**config.mk**
```make
export PLATFORM = sky130hd
export DESIGN_NAME = feed_msg_extractor
export DESIGN_NICKNAME = d
export VERILOG_FILES = /design/src/rtl/feed_pkg.sv /design/src/rtl/feed_type_decode.sv /design/src/rtl/feed_msg_seq.sv /design/src/rtl/feed_field_reg.sv /design/src/rtl/feed_field_bank.sv /design/src/rtl/feed_msg_extractor.sv
export SDC_FILE = /design/constraint.sdc
export NUM_CORES = 1
export LEC_CHECK = 0
export BUFFER_PORTS_ARGS = -buffer_cell sky130_fd_sc_hd__buf_2
export CAP_MARGIN = 40
export CORE_MARGIN = 2
export CORE_UTILIZATION = 34
export CTS_CLUSTER_DIAMETER = 50
export DETAILED_ROUTE_END_ITERATION = 8
export GPL_ROUTABILITY_DRIVEN = 0
export SYNTH_ARGS = -nofsm -noshare
export SYNTH_HDL_FRONTEND = slang
export SYNTH_SLANG_ARGS = --single-unit
```
**constraint.sdc**
```tcl
create_clock -name clk -period 8.6 [get_ports clk]
set_input_delay 1.29 -clock clk [delete_from_list [all_inputs] [get_ports clk]]
set_output_delay 1.29 -clock clk [all_outputs]
set_load 0.05 [all_outputs]
```
**src/rtl/feed_pkg.sv**
```systemverilog
package feed_pkg;
  localparam int BYTE_W    = 8;
  localparam int NUM_KINDS = 5;
  localparam int MAX_LEN   = 39;
  localparam int IDX_W     = $clog2(MAX_LEN + 1);

  // one-hot positions of the message kinds
  localparam int K_ADD  = 0;
  localparam int K_EXEC = 1;
  localparam int K_CXL  = 2;
  localparam int K_EVT  = 3;
  localparam int K_DIR  = 4;

  typedef logic [NUM_KINDS-1:0] kind_t;

  typedef enum logic [1:0] {
    ST_IDLE = 2'd0,
    ST_RECV = 2'd1,
    ST_SKIP = 2'd2
  } seq_state_t;

  function automatic logic [BYTE_W-1:0] kind_code(input int k);
    case (k)
      K_ADD:   return 8'h41;
      K_EXEC:  return 8'h45;
      K_CXL:   return 8'h58;
      K_EVT:   return 8'h53;
      default: return 8'h52;
    endcase
  endfunction

  function automatic int kind_len(input int k);
    case (k)
      K_ADD:   return 36;
      K_EXEC:  return 31;
      K_CXL:   return 23;
      K_EVT:   return 12;
      default: return 39;
    endcase
  endfunction
endpackage

```
**src/rtl/feed_type_decode.sv**
```systemverilog
module feed_type_decode
  import feed_pkg::*;
(
  input  logic [BYTE_W-1:0] code,
  output logic              known,
  output kind_t             kind,
  output logic [IDX_W-1:0]  total_len
);
  always_comb begin
    known     = 1'b0;
    kind      = '0;
    total_len = '0;
    for (int k = 0; k < NUM_KINDS; k++) begin
      if (code == kind_code(k)) begin
        known     = 1'b1;
        kind[k]   = 1'b1;
        total_len = IDX_W'(kind_len(k));
      end
    end
  end
endmodule

```
**src/rtl/feed_msg_seq.sv**
```systemverilog
module feed_msg_seq
  import feed_pkg::*;
(
  input  logic              clk,
  input  logic              rst_n,
  input  logic              in_valid,
  input  logic [BYTE_W-1:0] in_data,
  input  logic              in_start,
  input  logic              in_end,
  input  logic              dec_known,
  input  kind_t             dec_kind,
  input  logic [IDX_W-1:0]  dec_len,
  output logic              byte_wr,
  output logic [IDX_W-1:0]  byte_idx,
  output kind_t             cur_kind,
  output logic              msg_valid,
  output kind_t             type_valid,
  output logic              err_valid,
  output logic              err_trunc,
  output logic [BYTE_W-1:0] msg_type
);
  seq_state_t       state;
  logic [IDX_W-1:0] cnt;
  logic [IDX_W-1:0] len_q;
  logic             last_byte;

  assign last_byte = (cnt == len_q - IDX_W'(1));
  assign byte_wr   = in_valid && !in_start && (state == ST_RECV);
  assign byte_idx  = cnt;

  always_ff @(posedge clk or negedge rst_n) begin
    if (!rst_n) begin
      state      <= ST_IDLE;
      cnt        <= '0;
      len_q      <= '0;
      cur_kind   <= '0;
      msg_type   <= '0;
      msg_valid  <= 1'b0;
      type_valid <= '0;
      err_valid  <= 1'b0;
      err_trunc  <= 1'b0;
    end else begin
      msg_valid  <= 1'b0;
      type_valid <= '0;
      err_valid  <= 1'b0;
      if (in_valid) begin
        if (in_start) begin
          if (dec_known) begin
            cur_kind <= dec_kind;
            len_q    <= dec_len;
            msg_type <= in_data;
            cnt      <= IDX_W'(1);
            if (in_end) begin
              err_valid <= 1'b1;
              err_trunc <= 1'b1;
              state     <= ST_IDLE;
            end else begin
              state <= ST_RECV;
            end
          end else begin
            err_valid <= 1'b1;
            err_trunc <= 1'b0;
            state     <= in_end ? ST_IDLE : ST_SKIP;
          end
        end else begin
          case (state)
            ST_RECV: begin
              if (last_byte) begin
                msg_valid  <= 1'b1;
                type_valid <= cur_kind;
                state      <= in_end ? ST_IDLE : ST_SKIP;
              end else if (in_end) begin
                err_valid <= 1'b1;
                err_trunc <= 1'b1;
                state     <= ST_IDLE;
              end else begin
                cnt <= cnt + IDX_W'(1);
              end
            end
            ST_SKIP: if (in_end) state <= ST_IDLE;
            default: ;
          endcase
        end
      end
    end
  end

  AST_KIND_ONE_HOT: assert property (@(posedge clk) disable iff (!rst_n)
    msg_valid |-> $countones(type_valid) == 1);
  AST_KIND_QUIET: assert property (@(posedge clk) disable iff (!rst_n)
    !msg_valid |-> type_valid == '0);
  AST_NO_DUAL_STROBE: assert property (@(posedge clk) disable iff (!rst_n)
    !(msg_valid && err_valid));
  AST_END_TO_IDLE: assert property (@(posedge clk) disable iff (!rst_n)
    (in_valid && in_end) |=> state == ST_IDLE);
  AST_COUNT_BOUND: assert property (@(posedge clk) disable iff (!rst_n)
    (state == ST_RECV) |-> cnt < len_q);
  AST_SKIP_SILENT: assert property (@(posedge clk) disable iff (!rst_n)
    (state == ST_SKIP) |=> !msg_valid);
  AST_IDLE_GAP: assert property (@(posedge clk) disable iff (!rst_n)
    !in_valid |=> (!msg_valid && !err_valid));
endmodule

```
**src/rtl/feed_field_reg.sv**
```systemverilog
module feed_field_reg
  import feed_pkg::*;
#(
  parameter int NB = 4
) (
  input  logic                 clk,
  input  logic                 rst_n,
  input  logic                 wr,
  input  logic [IDX_W-1:0]     idx,
  input  logic [IDX_W-1:0]     base,
  input  logic [BYTE_W-1:0]    data,
  output logic [NB*BYTE_W-1:0] q
);
  logic [IDX_W-1:0] off;
  logic             hit;

  assign off = idx - base;
  assign hit = wr && (idx >= base) && (int'(off) < NB);

  always_ff @(posedge clk or negedge rst_n) begin
    if (!rst_n) q <= '0;
    else if (hit) q[BYTE_W*(NB-1-int'(off)) +: BYTE_W] <= data;
  end

  AST_HELD_WITHOUT_WRITE: assert property (@(posedge clk) disable iff (!rst_n)
    !wr |=> $stable(q));
endmodule

```
**src/rtl/feed_field_bank.sv**
```systemverilog
module feed_field_bank
  import feed_pkg::*;
(
  input  logic              clk,
  input  logic              rst_n,
  input  logic              wr,
  input  logic [IDX_W-1:0]  idx,
  input  kind_t             kind,
  input  logic [BYTE_W-1:0] data,
  output logic [15:0]       locate,
  output logic [15:0]       tracking,
  output logic [47:0]       timestamp,
  output logic [63:0]       order_ref,
  output logic [7:0]        side,
  output logic [31:0]       shares,
  output logic [31:0]       price,
  output logic [63:0]       symbol,
  output logic [63:0]       match_num,
  output logic [7:0]        event_code,
  output logic [7:0]        mkt_cat,
  output logic [7:0]        fin_status,
  output logic [31:0]       round_lot
);
  logic wr_order, wr_add, wr_exec, wr_evt, wr_dir, wr_sym;
  logic [IDX_W-1:0] qty_base, sym_base;

  assign wr_order = wr && (kind[K_ADD] || kind[K_EXEC] || kind[K_CXL]);
  assign wr_add   = wr && kind[K_ADD];
  assign wr_exec  = wr && kind[K_EXEC];
  assign wr_evt   = wr && kind[K_EVT];
  assign wr_dir   = wr && kind[K_DIR];
  assign wr_sym   = wr && (kind[K_ADD] || kind[K_DIR]);
  assign qty_base = kind[K_ADD] ? IDX_W'(20) : IDX_W'(19);
  assign sym_base = kind[K_ADD] ? IDX_W'(24) : IDX_W'(11);

  feed_field_reg #(.NB(2)) u_loc (.clk(clk), .rst_n(rst_n), .wr(wr), .idx(idx),
    .base(IDX_W'(1)), .data(data), .q(locate));
  feed_field_reg #(.NB(2)) u_trk (.clk(clk), .rst_n(rst_n), .wr(wr), .idx(idx),
    .base(IDX_W'(3)), .data(data), .q(tracking));
  feed_field_reg #(.NB(6)) u_ts (.clk(clk), .rst_n(rst_n), .wr(wr), .idx(idx),
    .base(IDX_W'(5)), .data(data), .q(timestamp));
  feed_field_reg #(.NB(8)) u_ref (.clk(clk), .rst_n(rst_n), .wr(wr_order), .idx(idx),
    .base(IDX_W'(11)), .data(data), .q(order_ref));
  feed_field_reg #(.NB(1)) u_side (.clk(clk), .rst_n(rst_n), .wr(wr_add), .idx(idx),
    .base(IDX_W'(19)), .data(data), .q(side));
  feed_field_reg #(.NB(4)) u_qty (.clk(clk), .rst_n(rst_n), .wr(wr_order), .idx(idx),
    .base(qty_base), .data(data), .q(shares));
  feed_field_reg #(.NB(4)) u_px (.clk(clk), .rst_n(rst_n), .wr(wr_add), .idx(idx),
    .base(IDX_W'(32)), .data(data), .q(price));
  feed_field_reg #(.NB(8)) u_sym (.clk(clk), .rst_n(rst_n), .wr(wr_sym), .idx(idx),
    .base(sym_base), .data(data), .q(symbol));
  feed_field_reg #(.NB(8)) u_match (.clk(clk), .rst_n(rst_n), .wr(wr_exec), .idx(idx),
    .base(IDX_W'(23)), .data(data), .q(match_num));
  feed_field_reg #(.NB(1)) u_evt (.clk(clk), .rst_n(rst_n), .wr(wr_evt), .idx(idx),
    .base(IDX_W'(11)), .data(data), .q(event_code));
  feed_field_reg #(.NB(1)) u_mkt (.clk(clk), .rst_n(rst_n), .wr(wr_dir), .idx(idx),
    .base(IDX_W'(19)), .data(data), .q(mkt_cat));
  feed_field_reg #(.NB(1)) u_fin (.clk(clk), .rst_n(rst_n), .wr(wr_dir), .idx(idx),
    .base(IDX_W'(20)), .data(data), .q(fin_status));
  feed_field_reg #(.NB(4)) u_lot (.clk(clk), .rst_n(rst_n), .wr(wr_dir), .idx(idx),
    .base(IDX_W'(21)), .data(data), .q(round_lot));

  AST_KIND_SINGLE: assert property (@(posedge clk) disable iff (!rst_n)
    wr |-> $onehot(kind));
endmodule

```
**src/rtl/feed_msg_extractor.sv**
```systemverilog
module feed_msg_extractor
  import feed_pkg::*;
(
  input  logic        clk,
  input  logic        rst_n,
  input  logic        in_valid,
  input  logic [7:0]  in_data,
  input  logic        in_start,
  input  logic        in_end,
  output logic        msg_valid,
  output logic [4:0]  type_valid,
  output logic        err_valid,
  output logic        err_trunc,
  output logic [7:0]  msg_type,
  output logic [15:0] locate,
  output logic [15:0] tracking,
  output logic [47:0] timestamp,
  output logic [63:0] order_ref,
  output logic [7:0]  side,
  output logic [31:0] shares,
  output logic [31:0] price,
  output logic [63:0] symbol,
  output logic [63:0] match_num,
  output logic [7:0]  event_code,
  output logic [7:0]  mkt_cat,
  output logic [7:0]  fin_status,
  output logic [31:0] round_lot
);
  logic             dec_known;
  kind_t            dec_kind;
  logic [IDX_W-1:0] dec_len;
  logic             byte_wr;
  logic [IDX_W-1:0] byte_idx;
  kind_t            cur_kind;

  feed_type_decode u_dec (
    .code(in_data), .known(dec_known), .kind(dec_kind), .total_len(dec_len)
  );

  feed_msg_seq u_seq (
    .clk(clk), .rst_n(rst_n), .in_valid(in_valid), .in_data(in_data),
    .in_start(in_start), .in_end(in_end), .dec_known(dec_known),
    .dec_kind(dec_kind), .dec_len(dec_len), .byte_wr(byte_wr),
    .byte_idx(byte_idx), .cur_kind(cur_kind), .msg_valid(msg_valid),
    .type_valid(type_valid), .err_valid(err_valid), .err_trunc(err_trunc),
    .msg_type(msg_type)
  );

  feed_field_bank u_bank (
    .clk(clk), .rst_n(rst_n), .wr(byte_wr), .idx(byte_idx), .kind(cur_kind),
    .data(in_data), .locate(locate), .tracking(tracking), .timestamp(timestamp),
    .order_ref(order_ref), .side(side), .shares(shares), .price(price),
    .symbol(symbol), .match_num(match_num), .event_code(event_code),
    .mkt_cat(mkt_cat), .fin_status(fin_status), .round_lot(round_lot)
  );

  AST_TYPE_HELD_ON_ERROR: assert property (@(posedge clk) disable iff (!rst_n)
    (in_valid && in_start && !dec_known) |=> $stable(msg_type));
endmodule

```
### Word-level counts from Yosys, hierarchy flattened

Index checks and enable logic that the tools add are counted.

| storage, ports and cells | value |
|---|---|
| register bits after elaboration | 435 |
| bits of input ports | 13 |
| output and inout bits | 416 |
| logic and storage cells | 221 |

| operators by class | value |
|---|---|
| add/subtract/negate cells | 37 |
| magnitude comparators | 23 |
| eq/ne operators | 11 |
| shift-type cells | 24 |
| mux-type cells | 60 |
| reduce and logical (&&, ||, !) cells | 44 |

Operator list:

| kind | count |
|---|---|
| negator 10 -> 33 bit | 12 |
| bitwise mux 64 bit | 3 |
| variable shift 8 x 33 -> 64 bit, first input constant | 3 |
| indexed part select 8 x 33 -> 64 bit | 3 |
| variable shift 8 x 33 -> 32 bit, first input constant | 3 |
| variable shift 8 x 33 -> 8 bit, first input constant | 3 |
| indexed part select 8 x 33 -> 32 bit | 3 |
| indexed part select 8 x 33 -> 8 bit | 3 |
| bitwise mux 32 bit | 3 |
| variable shift 8 x 33 -> 16 bit, first input constant | 2 |
| indexed part select 8 x 33 -> 16 bit | 2 |
| two-way mux 6 bit | 10 |
| bitwise mux 48 bit | 1 |
| variable shift 8 x 33 -> 48 bit, first input constant | 1 |
| indexed part select 8 x 33 -> 48 bit | 1 |
| equality test 8 x 7 -> 1 bit, second input constant | 5 |
| subtractor 1 x 6 -> 7 bit, first input constant | 5 |
| logical AND 1 bit | 34 |
| bitwise mux 16 bit | 2 |
| bitwise mux 8 bit | 4 |
| subtractor 3 x 6 -> 7 bit, first input constant | 4 |
| two-way mux 1 bit | 25 |
| two-way mux 5 bit | 5 |
| >= comparator 6 x 5 -> 1 bit, second input constant | 4 |
| other kinds (34) | 58 |

### Longest topological paths before layout

Gate-level depths: netlist (run 1).

| depth | value |
|---|---|
| word-level depth | 9 |
| gate-level depth with buffers | 25 |
| mapped depth without buffers | 19 |

### Modules after synthesis

From an unflattened synthesis (run 1), not the netlist that was laid out.

| second synthesis, totals | value |
|---|---|
| cell total of the unflattened synthesis | 2715 |
| area, all modules | 28971.5 µm² |

By module, submodules not included:

| module | instances | cells an instance | area an instance (µm²) | sequential area each (µm²) |
|---|---|---|---|---|
| feed_field_reg at u_bank.u_match ... | 2 | 273 | 3542.1 | 1601.5 |
| feed_field_reg at u_bank.u_lot ... | 2 | 198 | 2219.6 | 800.8 |
| feed_field_reg at u_bank.u_sym | 1 | 344 | 3409.5 | 1601.5 |
| feed_field_reg at u_bank.u_ts | 1 | 268 | 2921.6 | 1201.2 |
| feed_field_reg at u_bank.u_evt ... | 2 | 127 | 1123.6 | 200.2 |
| feed_field_reg at u_bank.u_qty | 1 | 195 | 2152.1 | 800.8 |
| feed_msg_seq | 1 | 144 | 1672.9 | 875.8 |
| feed_field_reg at u_bank.u_trk | 1 | 154 | 1534.0 | 400.4 |
| feed_field_reg at u_bank.u_loc | 1 | 161 | 1486.4 | 400.4 |
| feed_field_reg at u_bank.u_side | 1 | 108 | 885.8 | 200.2 |
| feed_field_reg at u_bank.u_mkt | 1 | 104 | 875.8 | 200.2 |
| feed_type_decode | 1 | 32 | 209.0 | 0.0 |
| feed_field_bank | 1 | 9 | 53.8 | 0.0 |

### Least setup slack after synthesis (run 1)

OpenSTA, ideal clock, no wires.

| path | value |
|---|---|
| kind | reg-to-reg |
| from | reg u_seq.cnt[0], in the netlist u_seq.byte_idx[0] |
| to | reg u_bank.u_ts.q[11] |
| library setup time | 125 ps |
| arrival | 6147 ps |
| data required time | 8475 ps |
| path slack | 2328 ps |
| cell stages (with the launch flop) | 26 |
| path buffers | 8 |
| clock period less this slack | 6272 ps |
| cells stage by stage | dfrtp_1 > clkbuf_1 > buf_2 > buf_2 > inv_1 > buf_1 > ha_1 > clkbuf_1 > inv_1 > clkbuf_1 > clkbuf_1 > ha_1 > clkbuf_1 > nor2_1 > nand3_1 > o21ai_0 > a22o_1 > nand3_1 > ha_1 > nor4b_1 > nand2_1 > or4b_2 > and4bb_2 > o2111ai_2 > nor2_2 > mux2_2 |

| on the way | value |
|---|---|
| cells in the longest elaborated chain, start to end | 5 |
| elaborated cells on any way between the ends | 10 |
| classes of those cells | add/sub: 3; order compare: 2; shift: 2; mux: 1; reduce/logical: 2 |

RTL lines:

| item | RTL line | RTL |
|---|---|---|
| start: declaration | feed_msg_seq.sv:23 | `logic [IDX_W-1:0] cnt;` |
| start signal: assignment | feed_msg_seq.sv:77 | `cnt <= cnt + IDX_W'(1);` |
| subtractor 6 x 3 -> 6 bit | feed_field_reg.sv:17 | `assign off = idx - base;` |
| subtractor 3 x 6 -> 7 bit | feed_field_reg.sv:22 | `else if (hit) q[BYTE_W*(NB-1-int'(off)) +: BYTE_W] <= data;` |
| negator 10 -> 33 bit | feed_field_reg.sv:22 |  |
| indexed part select 8 x 33 -> 48 bit or variable shift 8 x 33 -> 48 bit (tied branches) | feed_field_reg.sv:22 |  |
| bitwise mux 48 bit | feed_field_reg.sv:22 |  |
| end signal: indexed assignment | feed_field_reg.sv:22 |  |
| end: declaration | feed_field_reg.sv:12 | `output logic [NB*BYTE_W-1:0] q` |

Several ways; a longest one is shown, not always the timed one.
A chain may end at the register's enable or synchronous reset.

### Final worst setup path (run 1)

| path | value |
|---|---|
| from | reg u_seq.cnt[0], in the netlist u_seq.byte_idx[0] |
| to | reg u_bank.u_ts.q[15] |

The elaborated chain is that of the path after synthesis.

==> results of run 1 <==
-- per-stage QoR --
| step | utilization (%) | power, mW | instances |
|---|---|---|---|
| after floorplan | - | 2.33 | 2133 |
| after global routing | 42.3 | 5.22 | 3479 |
| after detailed placement | 39.1 | 2.49 | 3368 |
| after global placement | 39.0 | 2.48 | 3358 |
| final | 42.3 | 5.05 | 3481 |
| after CTS | 42.2 | 5.09 | 3476 |
-- cell families (layout without fill, tap and decap cells) --
| family | Yosys count | in the layout | synth area share (%) |
|---|---|---|---|
| muxes | 335 | 335 | 16.2 |
| DFF | 434 | 434 | 46.8 |
| xor gates and xnor gates | 83 | 83 | 3.31 |
| and+or+nand+nor | 778 | 778 | 18.7 |
| adders and majority gates | 115 | 115 | 6.23 |
| AOI/OAI and AO/OA | 222 | 222 | 5.89 |
| buffers and inverters | 166 | 639 | 2.92 |
| other | 0 | 2 | 0 |
-- where the power goes --
part	internal, mW	total, mW	switching [mW]
Sequential	2.05	2.06	0.00501
Combinational	0.109	0.405	0.296
Clock	1.57	2.59	1.02
Total	3.73	5.05	1.32
-- layer usage --
metal,vias up,track usage [%]
li1,8541,-
met1,9554,25.2
met2,597,36.9
met3,177,4.86
met4,0,11.6
met5,-,0
-- how the worst min path moves through the flow --
stage	from	endpoint	slack [ps]
after floorplan	u_seq.len_q[2]$_DFFE_PN0P_	u_seq.len_q[2]$_DFFE_PN0P_	440
after CTS	u_seq.msg_type[6]$_DFFE_PN0P_	u_seq.msg_type[6]$_DFFE_PN0P_	460
after detailed placement	u_seq.msg_type[6]$_DFFE_PN0P_	u_seq.msg_type[6]$_DFFE_PN0P_	450
after global placement	u_seq.msg_type[6]$_DFFE_PN0P_	u_seq.msg_type[6]$_DFFE_PN0P_	440
after global routing	u_bank.u_px.q[8]$_DFFE_PN0P_	u_bank.u_px.q[8]$_DFFE_PN0P_	490
final	u_seq.msg_type[6]$_DFFE_PN0P_	u_seq.msg_type[6]$_DFFE_PN0P_	470
-- state kept, by name (all words and copies together) (netlist names), 6 cells and up --
| signal | flops |
|---|---|
| u_bank.u_ts.q | 48 |
| u_bank.u_match.q | 64 |
| u_bank.u_trk.q | 16 |
| u_bank.u_px.q | 32 |
| u_bank.u_ref.q | 64 |
| u_bank.u_loc.q | 16 |
| u_bank.u_lot.q | 32 |
| u_bank.u_side.q | 8 |
| u_bank.u_qty.q | 32 |
| u_bank.u_fin.q | 8 |
| u_bank.u_evt.q | 8 |
| u_bank.u_mkt.q | 8 |
| u_seq.byte_idx | 6 |
| u_bank.u_sym.q | 64 |
| u_seq.msg_type | 8 |
-- layout make-up --
cell class | count | area (sq um) | area share, %
clock inverter | 36 | 493 | 1.73
antenna | 2 | 5.00 | 0.0176
sequential | 434 | 10900 | 38.1
tap | 873 | 1090 | 3.83
multi-input combinational | 1533 | 11700 | 41.0
inverter | 58 | 218 | 0.764
clock buffer | 72 | 1610 | 5.63
timing repair buffer | 473 | 2520 | 8.86
-- cells in the final DEF (no fill, tap or decap), drive strengths merged, types with 61 or more instances in the layout --
cell    instances
nand3          67
mux2          301
o21ai         116
buf           472
dfrtp         434
inv            73
clkbuf         72
nor2          108
nand2         218
xnor2          61
ha            114
-- critical path: cells and delay by family (launching register included) --
kind	cells	cell delay [ps]
XOR/XNOR	1	370
flip-flops	1	390
multiplexers	1	400
buffers and inverters	2	670
AO/OA/AOI/OAI	4	1060
AND/OR/NAND/NOR	8	2630
adder cells (fa/ha/maj)	3	1310
==> flow_metrics.tcl, run 1 <==
set metrics [dict create \
    run_status "completed" \
    dieArea_sq_um 70400 \
    place_area_sq_um 26400 \
    r2r_setup_slack_ps 1630 \
    relSlewSlack_pct 30.0 \
    synth_top_area_share_pct 46.8 \
    syn2layout_area_growth_pct 22.7 \
    syn-num-nets 2261 \
    crit_path_start "u_seq.byte_idx[0]$_DFFE_PN0P_" \
    powerDensity_nw_per_um2 177 \
    antenna_left 0 \
    slew_violations 0 \
    wl_met2_um 38500 \
    cp_data_required_time_ps 9100 \
    max_freq_ghz 0.144 \
    drive_gt1_share_pct 35.5 \
    yosysWarnings 0 \
    syn_inst 2133 \
    finalWirelength_um 77500 \
    worst_slack_ps 1630 \
    endpoint "u_bank.u_ts.q[15]$_DFFE_PN0P_" \
    worst_pin_slew_ps 1050 \
    cts_buffers 59 \
    die_w_um 265 \
    r2r_cells 19 \
    n_fill_cell 6292 \
    design_area_sq_um 28500 \
    path_clk_slew_ps 60 \
    port_buffers 428 \
    synth_edf_count 0 \
    ys_async_sr_fraction_pct 100 \
    cap_viol_max_count 0 \
    hp-class "reg2reg" \
    hold_slack_ps 471 \
    grt_max_degree 162 \
    criticalPathCategory "reg2reg" \
    fin_crit_sh_pct 81.0 \
    peakVddDrop_v 0.000133 \
    worst_setup_path_start_kind "register" \
    path_max_fanout 19 \
    final_hold_viol_count 0 \
    setup_viol 0 \
    mappedNetlistArea_sq_um 23200 \
    leakage_nw 14.5 \
    critPathSlowestCell "ha_1" \
    period_minus_slack_ps 6970 \
    clockBufferDepth 3 \
    synthTopCellsByCount "dfrtp_1 (434), mux2_2 (291), nand2_1 (218), ha_1 (114), o21ai_0 (114)" \
    synth.distinct_cells 91 \
    wl_met3_um 4720 \
    rows 95 \
    grt_pass1_vias 19635 \
    pre_cts_ws_ps 1760 \
    top_layer_used "met4" \
    critPathCaptureType "register" \
    vias 18869 \
    yosys.area.top_type "dfrtp_1" \
    r2r-start "u_seq.byte_idx[0]$_DFFE_PN0P_" \
    ys.flop_type "dfrtp_1" \
    cts_sinks 434 \
    cp_common_cell "ha_1" \
    critPathArrivalTime_ps 7460 \
    core_area_sq_um 67400 \
    whs_path_depth 1 \
    clk_latency_ps 620 \
    vias_per_cell 5.42 \
    cts_setup_buffers 0 \
    start_util_pct 34.5 \
    holdBufCountCts 0 \
    seq_area_frac_synth_pct 46.8 \
    cts_root_buf "clkbuf_16" \
    yosys.cell_count.top_type "dfrtp_1" \
    nets 2687 \
    antenna_found_initial 0 \
    h-tree-depth 2 \
    skew_ps 17.1 \
    reg2reg_to "u_bank.u_ts.q[15]$_DFFE_PN0P_" \
    grt_first_pass_wirelength_um 118000 \
    hpwl_um 55300 \
    die_h_um 265 \
    final.setup.tns_ps 0 \
    slowest_delay_ps 700 \
    grt_usage_pct 21.6 \
    drc 0 \
    ys_top_cells_by_area "dfrtp_1 (47%), mux2_2 (14%), ha_1 (6.1%)" \
    cts_tree "built" \
    cts_resized 0 \
    rsz0062_at_grt "false" \
    grt_remaining_overflow 0 \
    wire_per_inst_um 22.3 \
    cp_cell_sequence "inv_1 > ha_1 > nand2b_1 > nor2b_1 > inv_1 > ha_1 > a21oi_1 > xnor3_1 > o21ai_0 > a22o_1 > nand3_1 > ha_1 > nor4b_1 > nand2_1 > or4b_2 > and4bb_2 > o2111ai_2 > nor2_2 > mux2_2" \
    syn_area_per_cell_sq_um 10.9 \
    met1_length_um 30200 \
    dr.pass1.iters 5 \
    synth_seq_cells 434 \
    ios 429 \
    drt-initial-drc-count 975 \
]
Note: power is estimated with default switching activity, not from simulation.
==> run 2, diff against run 1 <==
clock period = 6.3 ns   (was 8.6 ns; I/O delays follow)
==> run 2 against run 1 <==
Net effect: clock power rose by 28%; global-route usage barely moved; first-iteration DRC count rose by 41%; utilization barely moved; wire length rose by 0.39%; combinational power rose by 40%; cell area barely moved; clock skew rose by 6.7 ps; final cell count rose by 0.23%; count of clock-buffer cells in the layout fell by 8.
==> flow_metrics.tcl, run 2 (synthesis results as in run 1) <==
set metrics [dict create \
    run_status "completed" \
    max_freq_ghz 0.168 \
    regArea_sq_um 10900 \
    relSlewSlack_pct 35.1 \
    cp_data_required_time_ps 6760 \
    path_max_fanout 16 \
    peakVddDrop_v 0.000187 \
    cts_root_buf "clkbuf_16" \
    rows 95 \
    drive_gt1_share_pct 35.9 \
    clockBufferDepth 3 \
    powerDensity_nw_per_um2 235 \
    hpwl_um 57200 \
    final_cell_mix "dfrtp_1 (433), buf_2 (429), mux2_2 (291)" \
    multi_input_area_sq_um 11700 \
    period_minus_slack_ps 5950 \
    grt_remaining_overflow 0 \
    h-tree-depth 2 \
    dieArea_sq_um 70400 \
    antenna_found_initial 5 \
    leakage_nw 14.5 \
    cts_sinks 434 \
    final_hold_viol_count 0 \
    critPathArrivalTime_ps 6410 \
    slew_violations 0 \
    cts_buffers 54 \
    path_clk_slew_ps 60 \
    hp-class "in2async" \
    place_area_sq_um 26500 \
    skew_ps 23.9 \
    critPathCaptureType "register" \
    grt_pass1_vias 19442 \
    vias_per_cell 5.39 \
    port_buffers 428 \
    vias 18795 \
    rsz0062_at_grt "false" \
    grt_usage_pct 21.6 \
    finalWirelength_um 77800 \
    cap_viol_max_count 0 \
    grt_max_degree 163 \
    cts_tree "built" \
    reg.largest.list "u_bank.u_match.q (64), u_bank.u_ref.q (64), u_bank.u_sym.q (64)" \
    syn2layout_area_growth_pct 22.7 \
    drt-initial-drc-count 1374 \
    drc 0 \
    core_area_sq_um 67400 \
    die_h_um 265 \
    layout_commonest_cell "dfrtp_1" \
    wire_per_inst_um 22.3 \
    start_util_pct 34.5 \
    dr.pass1.iters 6 \
    criticalPathCategory "reg2reg" \
    design_area_sq_um 28500 \
    setup_viol 0 \
    clk_latency_ps 620 \
    n_fill_cell 6372 \
    final.setup.tns_ps 0 \
    nets 2697 \
    utilization_pct 42.3 \
    worst_pin_slew_ps 972 \
    antenna_left 0 \
    worst_setup_path_start_kind "register" \
    ios 429 \
    die_w_um 265 \
    holdBufCountCts 0 \
    grt_first_pass_wirelength_um 119000 \
    fin_crit_sh_pct 94.5 \
]
run 2: path summary, 6_finish.rpt:
check | from | depth (start not counted) | to | slack (ps)
min | rst_n | 1 | u_bank.u_ts.q[13]$_DFFE_PN0P_ | 290
max in group asynchronous | rst_n | 2 | u_bank.u_px.q[31]$_DFFE_PN0P_ | 4700
min in group clk | u_bank.u_px.q[31]$_DFFE_PN0P_ | 2 | u_bank.u_px.q[31]$_DFFE_PN0P_ | 470
min reg2reg | u_bank.u_px.q[31]$_DFFE_PN0P_ | 2 | u_bank.u_px.q[31]$_DFFE_PN0P_ | 470
max | u_seq.byte_idx[0]$_DFFE_PN0P_ | 19 | u_bank.u_sym.q[2]$_DFFE_PN0P_ | 350
max reg2reg | u_seq.byte_idx[0]$_DFFE_PN0P_ | 19 | u_bank.u_sym.q[2]$_DFFE_PN0P_ | 350
run 2: critical path, cell delays in order (launching register included):
cell and delay, ps:
dfrtp_2 430, inv_1 80, buf_4 260, ha_1 230
inv_1 60, fa_1 530, a21oi_1 330, xor2_1 270
ha_1 370, xor2_1 210, xnor2_1 90, nor4_2 390
nand2_1 100, ha_1 320, nor4bb_1 370, nand3_1 160
nor3_1 280, mux2i_4 250, or4b_1 860, mux2i_1 210
run 2: power by group:
part           switching, mW  internal, mW
Sequential           0.00804          2.80
Clock                   1.31          2.00
Combinational          0.410         0.154
Total                   1.73          4.96
run 2: metal layers:
metal / GRT usage (%) / wire (um) / vias to the layer above
li1: - / - / 8544
met1: 25.8 / 31000 / 9489
met2: 37.0 / 38400 / 590
met5: 0 / 0 / -
met3: 4.83 / 4600 / 172
met4: 10.3 / 3750 / 0
run 2: area by class of cell:
type,count,share of cell area (%)
Inverter,58,0.764
Antenna cell,4,0.0351
Tap cell,873,3.83
Sequential cell,434,38.1
Clock buffer,64,5.08
Timing Repair Buffer,488,9.31
Multi-Input combinational cell,1533,41.1
Clock inverter,35,1.74
run 2: stage by stage:
stage	setup WS, ps	power (mW)	hold WS (ps)	std cells
after global placement	469	3.40	447	3373
after global routing	35.4	6.92	304	3489
after CTS	217	6.75	273	3483
after detailed placement	241	3.41	460	3384
final	348	6.69	286	3489
after floorplan	27.9	3.18	444	2133
run 2: timing repair:
item / in CTS / in global routing
gates resized for setup: 0 / 6
buffers inserted: 0 / 2
setup endpoints to repair: 0 / 131
